## src/rtl/rtc_pkg.sv

```systemverilog
package rtc_pkg;

    localparam int BYTE_W    = 8;
    localparam int RAM_DEPTH = 32;
    localparam int RAM_AW    = $clog2(RAM_DEPTH);
    localparam int CNT_W     = $clog2(BYTE_W);

    localparam logic [BYTE_W-1:0] OP_WR_BASE   = 8'h80;
    localparam logic [BYTE_W-1:0] OP_TIME_BASE = 8'h20;
    localparam logic [BYTE_W-1:0] OP_STATUS    = 8'h30;
    localparam logic [BYTE_W-1:0] OP_CONTROL   = 8'h31;
    localparam logic [BYTE_W-1:0] OP_FLAG_CLR  = 8'hB1;

    localparam logic [BYTE_W-1:0] STATUS_RESET = 8'h90;
    localparam logic [BYTE_W-1:0] STATUS_FLAGS = 8'h18;
    localparam int                CLR_REQ_BIT  = 2;

    typedef enum logic [1:0] {
        ST_IDLE = 2'd0,
        ST_CMD  = 2'd1,
        ST_DATA = 2'd2,
        ST_HOLD = 2'd3
    } ser_state_e;

    function automatic logic [7:0] to_bcd(input logic [6:0] v);
        logic [6:0] tens;
        logic [6:0] units;
        tens  = v / 7'd10;
        units = v - 7'(tens * 7'd10);
        return {tens[3:0], units[3:0]};
    endfunction

    function automatic logic [BYTE_W-1:0] ram_default(input int idx);
        case (idx)
            0:       return 8'h94;
            1:       return 8'h0F;
            2:       return 8'h40;
            3:       return 8'h03;
            10:      return 8'hFB;
            11:      return 8'h6D;
            14:      return 8'h4B;
            16:      return 8'h41;
            18:      return 8'h20;
            30:      return 8'h84;
            31:      return 8'h7E;
            default: return 8'h00;
        endcase
    endfunction

endpackage

```

## src/rtl/rtc_timekeeper.sv

```systemverilog
module rtc_timekeeper (
    input  logic       clk,
    input  logic       rst_n,
    input  logic       tick_i,
    output logic [5:0] sec_o,
    output logic [5:0] min_o,
    output logic [4:0] hr_o
);
    localparam logic [5:0] SEC_MAX = 6'd59;
    localparam logic [5:0] MIN_MAX = 6'd59;
    localparam logic [4:0] HR_MAX  = 5'd23;

    always_ff @(posedge clk) begin
        if (!rst_n) begin
            sec_o <= '0;
            min_o <= '0;
            hr_o  <= '0;
        end else if (tick_i) begin
            if (sec_o == SEC_MAX) begin
                sec_o <= '0;
                if (min_o == MIN_MAX) begin
                    min_o <= '0;
                    hr_o  <= (hr_o == HR_MAX) ? 5'd0 : hr_o + 5'd1;
                end else begin
                    min_o <= min_o + 6'd1;
                end
            end else begin
                sec_o <= sec_o + 6'd1;
            end
        end
    end
endmodule

```

## src/rtl/rtc_shift_fsm.sv

```systemverilog
module rtc_shift_fsm
    import rtc_pkg::*;
(
    input  logic              clk,
    input  logic              rst_n,
    input  logic              ce_i,
    input  logic              sclk_i,
    input  logic              din_i,
    input  logic [BYTE_W-1:0] resp_i,
    output logic [BYTE_W-1:0] cmd_o,
    output logic [BYTE_W-1:0] val_o,
    output logic              commit_o,
    output logic              dout_o
);
    localparam logic [CNT_W-1:0] LAST = CNT_W'(BYTE_W - 1);

    ser_state_e        state, state_n;
    logic [CNT_W-1:0]  cnt, cnt_n;
    logic [BYTE_W-1:0] cmd_n, val_n;
    logic              sclk_q;
    logic              fall;

    assign fall = ce_i && sclk_q && !sclk_i;

    always_comb begin
        state_n = state;
        cnt_n   = cnt;
        cmd_n   = cmd_o;
        val_n   = val_o;
        if (!ce_i) begin
            state_n = ST_IDLE;
            cnt_n   = '0;
            cmd_n   = '0;
            val_n   = '0;
        end else begin
            unique case (state)
                ST_IDLE: begin
                    state_n = ST_CMD;
                    cnt_n   = '0;
                    if (fall) begin
                        cmd_n = {cmd_o[BYTE_W-2:0], din_i};
                        cnt_n = CNT_W'(1);
                    end
                end
                ST_CMD: begin
                    if (fall) begin
                        cmd_n = {cmd_o[BYTE_W-2:0], din_i};
                        cnt_n = cnt + CNT_W'(1);
                        if (cnt == LAST) begin
                            state_n = ST_DATA;
                            cnt_n   = '0;
                        end
                    end
                end
                ST_DATA: begin
                    if (fall) begin
                        val_n = {val_o[BYTE_W-2:0], din_i};
                        cnt_n = cnt + CNT_W'(1);
                        if (cnt == LAST) begin
                            state_n = ST_HOLD;
                            cnt_n   = '0;
                        end
                    end
                end
                ST_HOLD: begin
                    state_n = ST_HOLD;
                end
            endcase
        end
    end

    // state register process
    always_ff @(posedge clk) begin
        if (!rst_n) begin
            state  <= ST_IDLE;
            cnt    <= '0;
            cmd_o  <= '0;
            val_o  <= '0;
            sclk_q <= 1'b0;
        end else begin
            state  <= state_n;
            cnt    <= cnt_n;
            cmd_o  <= cmd_n;
            val_o  <= val_n;
            sclk_q <= sclk_i;
        end
    end

    // output process
    always_ff @(posedge clk) begin
        if (!rst_n) begin
            dout_o   <= 1'b0;
            commit_o <= 1'b0;
        end else begin
            commit_o <= (state == ST_DATA) && fall && (cnt == LAST);
            if (!ce_i) begin
                dout_o <= 1'b0;
            end else if ((state == ST_DATA) && fall) begin
                dout_o <= resp_i[LAST - cnt];
            end
        end
    end
endmodule

```

## src/rtl/rtc_regfile.sv

```systemverilog
module rtc_regfile
    import rtc_pkg::*;
#(
    parameter logic [6:0]        DAY_INIT  = 7'd1,
    parameter logic [6:0]        MON_INIT  = 7'd1,
    parameter logic [6:0]        YEAR_INIT = 7'd24,
    parameter logic [BYTE_W-1:0] CTRL_INIT = 8'h00
) (
    input  logic              clk,
    input  logic              rst_n,
    input  logic [BYTE_W-1:0] cmd_i,
    input  logic [BYTE_W-1:0] wdata_i,
    input  logic              commit_i,
    input  logic [5:0]        sec_i,
    input  logic [5:0]        min_i,
    input  logic [4:0]        hr_i,
    output logic [BYTE_W-1:0] resp_o,
    output logic              irq_clr_o
);
    logic [BYTE_W-1:0] ram [RAM_DEPTH];
    logic [BYTE_W-1:0] status_q;
    logic [RAM_AW-1:0] idx;
    logic              is_rd, is_wr, is_time, do_clr;

    assign idx     = cmd_i[RAM_AW-1:0];
    assign is_rd   = cmd_i < BYTE_W'(RAM_DEPTH);
    assign is_wr   = (cmd_i >= OP_WR_BASE) && (cmd_i < OP_WR_BASE + BYTE_W'(RAM_DEPTH));
    assign is_time = cmd_i[BYTE_W-1:4] == OP_TIME_BASE[BYTE_W-1:4];
    assign do_clr  = commit_i && (cmd_i == OP_FLAG_CLR) && wdata_i[CLR_REQ_BIT];

    always_ff @(posedge clk) begin
        if (!rst_n) begin
            for (int i = 0; i < RAM_DEPTH; i++) ram[i] <= ram_default(i);
        end else if (commit_i && is_wr) begin
            ram[idx] <= wdata_i;
        end
    end

    always_ff @(posedge clk) begin
        if (!rst_n) begin
            status_q  <= STATUS_RESET;
            irq_clr_o <= 1'b0;
        end else begin
            irq_clr_o <= do_clr;
            if (do_clr) status_q <= status_q & ~STATUS_FLAGS;
        end
    end

    always_comb begin
        resp_o = '0;
        if (is_rd) begin
            resp_o = ram[idx];
        end else if (cmd_i == OP_STATUS) begin
            resp_o = status_q;
        end else if (cmd_i == OP_CONTROL) begin
            resp_o = CTRL_INIT;
        end else if (is_time) begin
            case (cmd_i[3:0])
                4'h0:    resp_o = to_bcd({1'b0, sec_i});
                4'h1:    resp_o = to_bcd({1'b0, min_i});
                4'h2:    resp_o = to_bcd({2'b00, hr_i});
                4'h4:    resp_o = to_bcd(DAY_INIT);
                4'h5:    resp_o = to_bcd(MON_INIT);
                4'h6:    resp_o = to_bcd(YEAR_INIT);
                default: resp_o = '0;
            endcase
        end
    end
endmodule

```

## src/rtl/rtc_serial_slave.sv

```systemverilog
module rtc_serial_slave
    import rtc_pkg::*;
#(
    parameter logic [6:0]        DAY_INIT  = 7'd1,
    parameter logic [6:0]        MON_INIT  = 7'd1,
    parameter logic [6:0]        YEAR_INIT = 7'd24,
    parameter logic [BYTE_W-1:0] CTRL_INIT = 8'h00
) (
    input  logic clk,
    input  logic rst_n,
    input  logic ce_i,
    input  logic sclk_i,
    input  logic sdata_i,
    input  logic sec_tick_i,
    output logic sdata_o,
    output logic irq_clr_o
);
    logic [BYTE_W-1:0] cmd, val, resp;
    logic              commit;
    logic [5:0]        sec, mins;
    logic [4:0]        hrs;

    rtc_timekeeper u_time (
        .clk    (clk),
        .rst_n  (rst_n),
        .tick_i (sec_tick_i),
        .sec_o  (sec),
        .min_o  (mins),
        .hr_o   (hrs)
    );

    rtc_shift_fsm u_fsm (
        .clk      (clk),
        .rst_n    (rst_n),
        .ce_i     (ce_i),
        .sclk_i   (sclk_i),
        .din_i    (sdata_i),
        .resp_i   (resp),
        .cmd_o    (cmd),
        .val_o    (val),
        .commit_o (commit),
        .dout_o   (sdata_o)
    );

    rtc_regfile #(
        .DAY_INIT  (DAY_INIT),
        .MON_INIT  (MON_INIT),
        .YEAR_INIT (YEAR_INIT),
        .CTRL_INIT (CTRL_INIT)
    ) u_regs (
        .clk       (clk),
        .rst_n     (rst_n),
        .cmd_i     (cmd),
        .wdata_i   (val),
        .commit_i  (commit),
        .sec_i     (sec),
        .min_i     (mins),
        .hr_i      (hrs),
        .resp_o    (resp),
        .irq_clr_o (irq_clr_o)
    );
endmodule

```

## config.mk

```make
export PLATFORM = sky130hd
export DESIGN_NAME = rtc_serial_slave
export DESIGN_NICKNAME = d
export VERILOG_FILES = /design/src/rtl/rtc_pkg.sv /design/src/rtl/rtc_timekeeper.sv /design/src/rtl/rtc_shift_fsm.sv /design/src/rtl/rtc_regfile.sv /design/src/rtl/rtc_serial_slave.sv
export SDC_FILE = /design/constraint.sdc
export NUM_CORES = 1
export LEC_CHECK = 0
export ABC_CLOCK_PERIOD_IN_PS = 10400
export BUFFER_PORTS_ARGS = -buffer_cell sky130_fd_sc_hd__buf_2
export CAP_MARGIN = 20
export CORE_MARGIN = 2
export CORE_UTILIZATION = 45
export CTS_BUF_LIST = sky130_fd_sc_hd__clkbuf_16
export DETAILED_ROUTE_END_ITERATION = 16
export GPL_TIMING_DRIVEN = 0
export PLACE_DENSITY_LB_ADDON = 0.25
export RECOVER_POWER = 25
export SETUP_SLACK_MARGIN = 0.02
export SYNTH_ARGS = -nofsm -noshare
export SYNTH_HDL_FRONTEND = slang
export SYNTH_SLANG_ARGS = --single-unit
```

## constraint.sdc

```tcl
create_clock -name clk -period 10.4 [get_ports clk]
set_input_delay 3.12 -clock clk [delete_from_list [all_inputs] [get_ports clk]]
set_output_delay 3.12 -clock clk [all_outputs]
set_load 0.005 [all_outputs]
```

==> results.py, run 1 <==
metrics = {
    "layout": {
        "stdcell_count": 1697,
        "synthToLayoutAreaGrowth_pct": 11.8,
        "design_area_um2": 16700,
        "drive_gt1_share_pct": 11.6,
        "final_nets": 1264,
        "post-route-util_pct": 51.2,
    },
    "synthesis": {
        "yosysSeqAreaShare_pct": 57.9,
        "syn-cell-area_um2": 14900,
        "post-synth-top-count-cell": "edfxtp_1",
        "synth.area.top_cells": "edfxtp_1, mux4_2, dfxtp_1",
        "synth-adder-area-share_pct": 2.65,
        "synth_top_area_share_pct": 51.5,
        "synth_commonest_cells": "edfxtp_1, and2_1, nor3_1",
        "synth_xor_area_share_pct": 0.997,
        "async_flop_share_pct": 0,
        "synth_edf_count": 256,
        "syn_nets": 1195,
        "netlist-cell-type-count": 65,
        "synth_seq_cells": 304,
        "synthMuxAreaShare_pct": 12.6,
        "yosys_warnings": 0,
        "postSynthCellCount": 1160,
        "synth_ff_type": "edfxtp_1",
        "synth_top_family_by_area": "simple AND/OR/NAND/NOR gates",
        "yosys.area_share.simple_pct": 16.8,
        "synth_compound_area_share_pct": 5.25,
        "synth_top_cell_by_area": "edfxtp_1",
        "syn_area_per_cell_um2": 12.9,
    },
    "timing": {
        "slew_headroom_pct": 19.8,
        "finalHoldViolations": 0,
        "worst_slew_pin_slew_ns": 1.19,
        "slew_viol_final": 0,
        "setup_viol_count_final": 0,
        "clock_skew_ns": 0.0164,
        "period_minus_slack_ns": 6.37,
        "tns_ns": 0,
        "finalCritPeriodShare_pct": 61.2,
        "rsz0062_at_grt": "no",
        "fmax_mhz": 157,
    },
    "flow_run": {
        "drv_cap": 0,
    },
    "floorplanning": {
        "design.portCount": 8,
        "start_util_pct": 45.8,
        "core_um2": 32600,
        "row_count": 66,
        "die-area_um2": 34700,
        "fp.dieW_um": 186,
        "die_y_um": 186,
    },
    "power_and_ir_drop": {
        "combPwrFrac_pct": 3.6,
        "p_leak_nw": 5.53,
        "swShare_pct": 21.1,
        "seqPwrFrac_pct": 53.0,
        "intPower_w": 0.00206,
        "powerDensity_nw_per_um2": 157,
        "ir_drop_mv": 0.125,
        "p_sw_w": 0.000553,
        "p_clk_share_pct": 43.4,
    },
    "grt": {
        "grt_pass1_vias": 9897,
        "grtUsageTotal_pct": 26.3,
        "grt.overflow.total": 0,
        "antenna_found_initial": 3,
        "grt_max_degree": 14,
        "grt_pass1_wl_um": 64900,
    },
    "route": {
        "drtAntennaViolNets": 0,
        "drt_pass1_iterations": 6,
        "wl_per_cell_um": 25.9,
        "via_count": 10205,
        "drt_iter0_markers": 1370,
        "vias_per_cell": 6.01,
        "drc": 0,
        "routed_wirelength_um": 44000,
    },
    "clock_network": {
        "cts-buffers-inserted": 34,
        "htreeDepth": 2,
        "clock_latency_ns": 0.52,
        "cts_setup_buffers": 0,
        "cts.sink_count": 304,
        "cts_tree": "done",
        "root_buffer": "clkbuf_16",
        "cts_buffer_depth": 3,
        "hold_buffers": 0,
        "ctsResizeCount": 0,
        "clkSlewWorstSetupHoldPaths_ns": 0.06,
    },
    "worst_setup_path": {
        "path_class": "input port to register",
        "rrSetupSlack_ns": 6.22,
        "timing.rr.start": "u_time.sec_o[5]",
        "cp_top_family": "simple AND/OR/NAND/NOR gates",
        "cp_cell_sequence": "clkbuf_1 > nand4b_1 > nor3_1 > nand3_1 > clkbuf_1 > o21ai_0 > buf_2",
        "endpoint_kind": "register",
        "cp.arrival_ns": 6.59,
        "ff2ff_path_depth": 16,
        "r2r_end": "u_fsm.dout_o",
        "crit_fanout": 10,
        "critPathBufInv": 3,
        "cpPeakStageDelay_ns": 0.96,
        "cp.required_ns": 10.62,
        "crit_path_frequent_cell": "clkbuf_1",
        "cp-start-kind": "input port",
        "cp_slowest_cell": "nor3_1",
    },
    "place": {
        "dp.cells": 1635,
        "placed_area_um2": 15700,
        "gp_congestion": 0.956,
        "dp_hpwl_um": 31000,
        "port_buffers": 7,
    },
    "run_status": {
        "status": "completed",
    },
    "worst_hold_path": {
        "holdCritPathClass": "register to register",
        "whs_endpoint": "u_fsm.val_o[7]",
        "hold_path_depth": 2,
        "min_from": "u_fsm.val_o[7]",
    },
}
## metrics by stage
step / hold WS, ns / power [W] / worst slack [ns]
6_report: 0.456 / 0.00261 / 4.03
5_1_grt: 0.485 / 0.00268 / 3.99
4_1_cts: 0.455 / 0.00262 / 4.43
3_5_place_dp: 0.448 / 0.00150 / 3.91
3_3_place_gp: 0.441 / 0.00150 / 3.46
2_1_floorplan: 0.426 / 0.00146 / 5.11
## power groups by stage
| stage | registers [W] | logic [W] | clock network (W) |
|---|---|---|---|
| after detailed placement | 0.00141 | 0.0000936 | 0 |
| after CTS | 0.00139 | 0.0000942 | 0.00114 |
| after floorplan | 0.00140 | 0.0000582 | 0 |
| after global routing | 0.00139 | 0.000100 | 0.00119 |
| after global placement | 0.00141 | 0.0000874 | 0 |
| final | 0.00139 | 0.0000945 | 0.00114 |
## worst max path at each step
stage	start	to	slack [ns]	cells after the start
after CTS	rst_n	u_regs.ram[12][6]	4.43	7
final	rst_n	u_regs.ram[12][4]	4.03	7
after global placement	rst_n	u_regs.ram[9][4]	3.46	6
after detailed placement	rst_n	u_regs.ram[12][4]	3.91	7
after global routing	rst_n	u_regs.ram[12][6]	3.99	7
after floorplan	rst_n	u_regs.ram[12][0]	5.11	5
## final cells by class
class / count / area (µm²)
Fill cell: 2813 / 15900
Sequential cell: 304 / 8650
Multi-Input combinational cell: 730 / 5690
Clock buffer: 35 / 876
Tap cell: 442 / 553
Buffer: 100 / 470
Timing Repair Buffer: 33 / 184
Clock inverter: 25 / 159
Inverter: 26 / 97.6
Antenna cell: 2 / 5.00
## cells by family (layout without fill, tap and decap cells)
| kind of cell | after synthesis | count (layout) |
|---|---|---|
| and+or+nand+nor | 465 | 465 |
| DFF | 304 | 304 |
| buffers and inverters | 126 | 219 |
| AOI/OAI and AO/OA | 123 | 123 |
| muxes | 95 | 95 |
| adders and majority gates | 30 | 30 |
| xor gates and xnor gates | 17 | 17 |
| other | 0 | 2 |
## cell usage in the layout (no fill, tap or decap), types with 28 or more instances in the layout
cell       count
edfxtp_1     256
and2_1        94
nor3_1        84
clkbuf_1      82
nor2_1        76
nand2_1       58
dfxtp_1       48
mux4_2        44
inv_1         36
o21ai_0       35
clkbuf_16     35
and3_1        32
a21oi_1       28
## worst min-delay path, stage by stage (launching register included)
cell     delay, ns
dfxtp_1       0.30
nand2_1       0.05
a21oi_1       0.05
## per-layer routing
layer  vias to the layer above  track usage, %  wire [µm]
li1                       4470               -          -
met1                      5006            36.0      17600
met2                       597            40.8      19900
met3                       132            5.78       4490
met4                         0            11.1       2060
met5                         -               0          0
## sequential cells by signal, summed over array words and instances (netlist names), named ones only
signal            cells
u_fsm.val_o           8
u_fsm.commit_o        1
u_time.sec_o          6
u_regs.irq_clr_o      1
u_regs.status_q       1
u_fsm.cnt             3
u_regs.ram          256
u_fsm.sclk_q          1
u_time.hr_o           5
u_fsm.state           2
u_fsm.cmd_o           8
u_fsm.dout_o          1
u_time.min_o          6
(Power assumes the default switching activity.)
==> run 2: changes to the inputs <==
- ABC_CLOCK_PERIOD_IN_PS: 10400 -> 5300
- clock period: 10.4 -> 5.3 ns (I/O delays scaled with it)
==> run 2 against run 1 <==
Clock-buffer cell count stayed put. Die area did not move. Cell area barely moved. Non-clock buffer count is the same. Critical path type unchanged. Utilization about the same. Via count up 0.27%. Sequential power grew 96%. Register-to-register slack got worse by 5.1 ns. Final cell count unchanged. Worst setup slack lost 3.5 ns. First-iteration DRC count shrank 8.0%.
==> results.py, run 2 (synthesis results as in run 1) <==
metrics = {
    "run_status": {
        "status": "completed",
    },
    "timing": {
        "finalCritPeriodShare_pct": 90.5,
        "period_minus_slack_ns": 4.79,
        "finalHoldViolations": 0,
        "rsz0062_at_grt": "no",
        "finalHoldWorstSlack_ns": 0.457,
        "fmax_mhz": 209,
        "clock_skew_ns": 0.0183,
        "worst_slew_pin_slew_ns": 1.19,
        "setup_viol_count_final": 0,
        "slew_viol_final": 0,
        "slew_headroom_pct": 19.7,
    },
    "clock_network": {
        "cts_setup_buffers": 0,
        "clock_latency_ns": 0.52,
        "cts_tree": "done",
        "hold_buffers": 0,
        "cts.sink_count": 304,
        "clkSlewWorstSetupHoldPaths_ns": 0.06,
        "root_buffer": "clkbuf_16",
        "cts-buffers-inserted": 34,
        "ctsResizeCount": 0,
        "htreeDepth": 2,
        "cts_buffer_depth": 3,
    },
    "worst_hold_path": {
        "min_from": "u_fsm.val_o[7]",
        "hold_path_depth": 2,
        "holdCritPathClass": "register to register",
        "whs_endpoint": "u_fsm.val_o[7]",
    },
    "floorplanning": {
        "design.portCount": 8,
        "core_um2": 32600,
        "die-area_um2": 34700,
        "row_count": 66,
        "fp.dieW_um": 186,
        "start_util_pct": 45.8,
        "die_y_um": 186,
    },
    "route": {
        "via_count": 10233,
        "drt_pass1_iterations": 5,
        "routed_wirelength_um": 43900,
        "drt_iter0_markers": 1260,
        "drtAntennaViolNets": 0,
        "wl_per_cell_um": 25.9,
        "drc": 0,
        "vias_per_cell": 6.03,
    },
    "worst_setup_path": {
        "r2r_end": "u_fsm.dout_o",
        "cp-start-kind": "input port",
        "crit_path_frequent_cell": "clkbuf_1",
        "timing.rr.start": "u_time.sec_o[5]",
        "endpoint_kind": "register",
        "cp_slowest_cell": "nor3_1",
        "rrSetupSlack_ns": 1.16,
        "cp.arrival_ns": 5.01,
        "cpPeakStageDelay_ns": 0.96,
        "crit_fanout": 10,
        "path_class": "input port to register",
        "critPathBufInv": 3,
        "cp.required_ns": 5.52,
        "cp_cell_sequence": "clkbuf_1 > nand4b_1 > nor3_1 > nand3_1 > clkbuf_1 > o21ai_0 > buf_2",
        "ff2ff_path_depth": 16,
        "cp_top_family": "simple AND/OR/NAND/NOR gates",
    },
    "power_and_ir_drop": {
        "ir_drop_mv": 0.245,
        "p_sw_w": 0.00108,
        "seqPwrFrac_pct": 53.0,
        "combPwrFrac_pct": 3.6,
        "swShare_pct": 21.1,
        "p_clk_share_pct": 43.4,
        "total_power_w": 0.00513,
        "p_leak_nw": 5.53,
        "intPower_w": 0.00405,
        "powerDensity_nw_per_um2": 307,
    },
    "grt": {
        "grt_pass1_vias": 9914,
        "antenna_found_initial": 3,
        "grt_pass1_wl_um": 64900,
        "grtUsageTotal_pct": 26.3,
        "grt_max_degree": 14,
        "grt.overflow.total": 0,
    },
    "place": {
        "dp_hpwl_um": 31000,
        "port_buffers": 7,
        "gp_congestion": 0.956,
    },
    "layout": {
        "drive_gt1_share_pct": 11.7,
        "synthToLayoutAreaGrowth_pct": 11.8,
        "multi_input_area_um2": 5700,
        "final_nets": 1264,
        "layout_common_cells": "edfxtp_1, and2_1, nor3_1",
        "final_common_cell": "edfxtp_1",
        "top_register": "u_regs.ram",
        "largest_reg_flops": 256,
        "reg_top3": "u_regs.ram (256), u_fsm.cmd_o (8), u_fsm.val_o (8)",
        "seqCellArea_um2": 8650,
        "num-fill-cells": 2812,
    },
    "flow_run": {
        "drv_cap": 0,
    },
}
## run 2: layer usage
layer	wire [µm]	part of all wire (%)	GRT usage [%]
met5	0	0	0
met4	1990	4.5	11.2
met3	4400	10	5.78
met2	19900	45	40.6
met1	17600	40	36.1
## run 2: cell type report
cell class / instances / area share (%)
Inverter: 26 / 0.585
Multi-Input combinational cell: 730 / 34.1
Timing Repair Buffer: 33 / 1.12
Sequential cell: 304 / 51.8
Antenna cell: 2 / 0.0300
Tap cell: 442 / 3.31
Buffer: 100 / 2.82
Clock buffer: 35 / 5.25
Clock inverter: 25 / 0.952
## run 2: through the flow
| step | area, µm² | TNS [ns] | instances | setup slack (ns) | util (%) |
|---|---|---|---|---|---|
| finish | 16700 | 0 | 1697 | 0.506 | 51.2 |
| global route | 16700 | 0 | 1696 | 0.416 | 51.2 |
| CTS | 16700 | 0 | 1695 | 0.865 | 51.2 |
| floorplan | 14900 | 0 | 1160 | 1.54 | - |
| global placement | 15500 | -1.65 | 1609 | -0.115 | 47.6 |
| detailed placement | 15700 | 0 | 1635 | 0.341 | 48.1 |
## run 2: worst max-delay path by stage
| stage | to | cells after the start | startpoint |
|---|---|---|---|
| 2_1_floorplan | u_regs.ram[12][0] | 5 | rst_n |
| 3_3_place_gp | u_regs.ram[9][4] | 6 | rst_n |
| 3_5_place_dp | u_regs.ram[12][4] | 7 | rst_n |
| 4_1_cts | u_regs.ram[12][6] | 7 | rst_n |
| 5_1_grt | u_regs.ram[12][6] | 7 | rst_n |
| 6_report | u_regs.ram[12][6] | 7 | rst_n |
## run 2: power by group through the flow
stage / clock network [W] / registers (W) / logic (W)
final: 0.00222 / 0.00272 / 0.000186
after detailed placement: 0 / 0.00277 / 0.000184
after CTS: 0.00224 / 0.00272 / 0.000185
after floorplan: 0 / 0.00275 / 0.000114
after global placement: 0 / 0.00277 / 0.000172
after global routing: 0.00234 / 0.00273 / 0.000197
## run 2: worst reg2reg max path: stages, from the launching register on
cell	delay (ns)
dfxtp_1	0.33
clkbuf_1	0.32
nor3b_1	0.44
a21oi_1	0.17
ha_1	0.32
nor3b_1	0.16
o221a_2	0.28
o22ai_1	0.27
ha_1	0.22
fa_1	0.43
nor2_1	0.10
nor2_1	0.05
a211oi_1	0.21
o21ai_0	0.11
a31oi_1	0.19
a21oi_1	0.10
a2111oi_2	0.35
==> run 3: changes to the inputs <==
- ABC_AREA: not set -> 1
- GPL_ROUTABILITY_DRIVEN: not set -> 1
- RECOVER_POWER: 25 -> 50
==> run 3 against run 2 <==
Sequential power about the same. Largest power group unchanged. Synthesized cell count increased by 42%. Hold slack improved by 0.0051 ns. Largest cell class unchanged.
==> results.py, run 3 <==
metrics = {
    "worst_setup_path": {
        "cp_top_family": "simple AND/OR/NAND/NOR gates",
        "cp.arrival_ns": 4.86,
        "cpPeakStageDelay_ns": 0.85,
        "r2r_end": "u_regs.ram[21][2]",
        "rrSetupSlack_ns": 1.60,
        "timing.rr.start": "u_fsm.cmd_o[6]",
        "endpoint_kind": "register",
        "cp_cell_sequence": "clkbuf_1 > inv_1 > nor2_1 > inv_1 > nor3_1 > nand2_1 > nand2_1",
        "cp-start-kind": "input port",
        "critPathBufInv": 3,
        "cp_slowest_cell": "nor3_1",
        "cp.required_ns": 5.47,
        "path_depth": 7,
        "ff2ff_path_depth": 7,
        "crit_fanout": 10,
        "path_class": "input port to register",
    },
    "synthesis": {
        "syn-cell-area_um2": 14700,
        "synth.area.top_cells": "edfxtp_1, nand2_1, nand3_1",
        "synth_top_cell_by_area": "edfxtp_1",
        "synth_ff_type": "edfxtp_1",
        "yosys_warnings": 0,
        "netlist-cell-type-count": 36,
        "synth_seq_cells": 304,
        "synth_commonest_cells": "nand2_1, nor2_1, edfxtp_1",
        "post-synth-top-count-cell": "nand2_1",
        "syn_area_per_cell_um2": 8.89,
        "synth_edf_count": 256,
        "syn_nets": 1683,
        "async_flop_share_pct": 0,
        "yosysSeqAreaShare_pct": 59.0,
        "synth_top_area_share_pct": 52.5,
        "postSynthCellCount": 1648,
    },
    "route": {
        "wl_met2_um": 21500,
        "via_count": 12485,
        "wl_per_cell_um": 23.1,
        "met1_length_um": 20000,
        "routed_wirelength_um": 49800,
        "drt_pass1_iterations": 5,
        "vias_per_cell": 5.79,
        "highest_layer": "met4",
        "drc": 0,
        "dr_wl_met3_um": 6180,
        "drt_iter0_markers": 2051,
        "drtAntennaViolNets": 0,
    },
    "timing": {
        "finalCritPeriodShare_pct": 88.5,
        "slew_headroom_pct": 31.2,
        "finalHoldWorstSlack_ns": 0.462,
        "rsz0062_at_grt": "no",
        "fmax_mhz": 213,
        "slew_viol_final": 0,
        "clock_skew_ns": 0.0262,
        "period_minus_slack_ns": 4.69,
        "tns_ns": 0,
        "finalHoldViolations": 0,
        "setup_viol_count_final": 0,
        "worst_slew_pin_slew_ns": 1.03,
    },
    "layout": {
        "post-route-util_pct": 50.2,
        "multi_input_area_um2": 5200,
        "design_area_um2": 16200,
        "final_common_cell": "nand2_1",
        "largest_reg_flops": 256,
        "drive_gt1_share_pct": 5.89,
        "layout_common_cells": "nand2_1, nor2_1, edfxtp_1",
        "diodes": 0,
        "seqCellArea_um2": 8650,
        "synthToLayoutAreaGrowth_pct": 10.6,
        "num-fill-cells": 3056,
        "top_register": "u_regs.ram",
        "final_nets": 1726,
        "reg_top3": "u_regs.ram (256), u_fsm.cmd_o (8), u_fsm.val_o (8)",
    },
    "power_and_ir_drop": {
        "ir_drop_mv": 0.260,
        "powerDensity_nw_per_um2": 314,
        "p_leak_nw": 5.97,
    },
    "clock_network": {
        "clkSlewWorstSetupHoldPaths_ns": 0.06,
        "cts_buffer_depth": 3,
        "cts_setup_buffers": 0,
        "root_buffer": "clkbuf_16",
        "cts-buffers-inserted": 34,
        "hold_buffers": 0,
        "htreeDepth": 2,
        "cts_tree": "done",
        "ctsResizeCount": 0,
        "clock_latency_ns": 0.53,
        "cts.sink_count": 304,
    },
    "floorplanning": {
        "start_util_pct": 45.4,
        "core_um2": 32300,
        "fp.dieW_um": 184,
        "row_count": 66,
        "die_y_um": 184,
        "design.portCount": 8,
        "die-area_um2": 34000,
    },
    "place": {
        "placed_area_um2": 15200,
        "dp_hpwl_um": 34300,
        "port_buffers": 7,
        "gp_congestion": 1.01,
    },
    "grt": {
        "grtUsageTotal_pct": 29.6,
        "grt_max_degree": 14,
        "grt_pass1_wl_um": 72200,
        "grt_pass1_vias": 11206,
        "grt.overflow.total": 0,
        "antenna_found_initial": 0,
    },
    "run_status": {
        "status": "completed",
    },
    "worst_hold_path": {
        "hold_path_depth": 2,
        "holdCritPathClass": "register to register",
        "min_from": "u_regs.status_q[4]",
        "whs_endpoint": "u_regs.status_q[4]",
    },
    "flow_run": {
        "drv_cap": 0,
    },
}
run 3: how the worst max path moves through the flow:
stage	from	endpoint
finish	rst_n	u_regs.ram[21][2]
global route	rst_n	u_regs.ram[12][2]
global placement	rst_n	u_regs.ram[21][4]
detailed placement	rst_n	u_regs.ram[21][4]
floorplan	rst_n	u_regs.ram[12][0]
CTS	rst_n	u_regs.ram[21][2]
run 3: per-layer routing:
layer	up-vias	GRT usage, %
met4	0	11.5
met1	5920	42.0
met2	862	44.6
li1	5569	-
met5	-	0
met3	134	5.91
run 3: worst reg2reg max path, cell delays in order (launching register included):
cell and delay (ns):
dfxtp_1 0.31, inv_1 0.11, nand4_1 0.09, nor2_1 0.63, inv_1 0.38, nor3_1 0.85, nand2_1 0.50, nand2_1 0.47
run 3: through the flow:
step | std cells | power [W] | setup WS (ns)
2_1_floorplan | 1648 | 0.00289 | 2.24
3_3_place_gp | 2097 | 0.00298 | 0.811
3_5_place_dp | 2097 | 0.00298 | 0.776
4_1_cts | 2156 | 0.00509 | 1.28
5_1_grt | 2156 | 0.00522 | 0.633
6_report | 2156 | 0.00509 | 0.610
run 3: cell families after synthesis:
family / after synthesis / share of synthesized area (%)
flops: 304 / 59.0
buf+inv: 183 / 5.41
fa+ha+maj: 29 / 2.63
simple gates: 1048 / 29.8
xor+xnor: 3 / 0.179
compound gates: 81 / 2.98
run 3: cell type report:
type	instances	area share [%]
Multi-Input combinational cell	1161	32.1
Timing Repair Buffer	7	0.185
Clock inverter	24	0.687
Sequential cell	304	53.4
Inverter	97	2.25
Buffer	86	2.65
Clock buffer	35	5.40
Tap cell	442	3.41
run 3: power breakdown:
part,total (W),internal [W],switching (W),leakage [nW]
clock,0.00215,0.00119,0.000959,0.502
combinational,0.000229,0.0000563,0.000173,2.62
sequential,0.00271,0.00268,0.0000323,2.85
total,0.00509,0.00393,0.00116,5.97
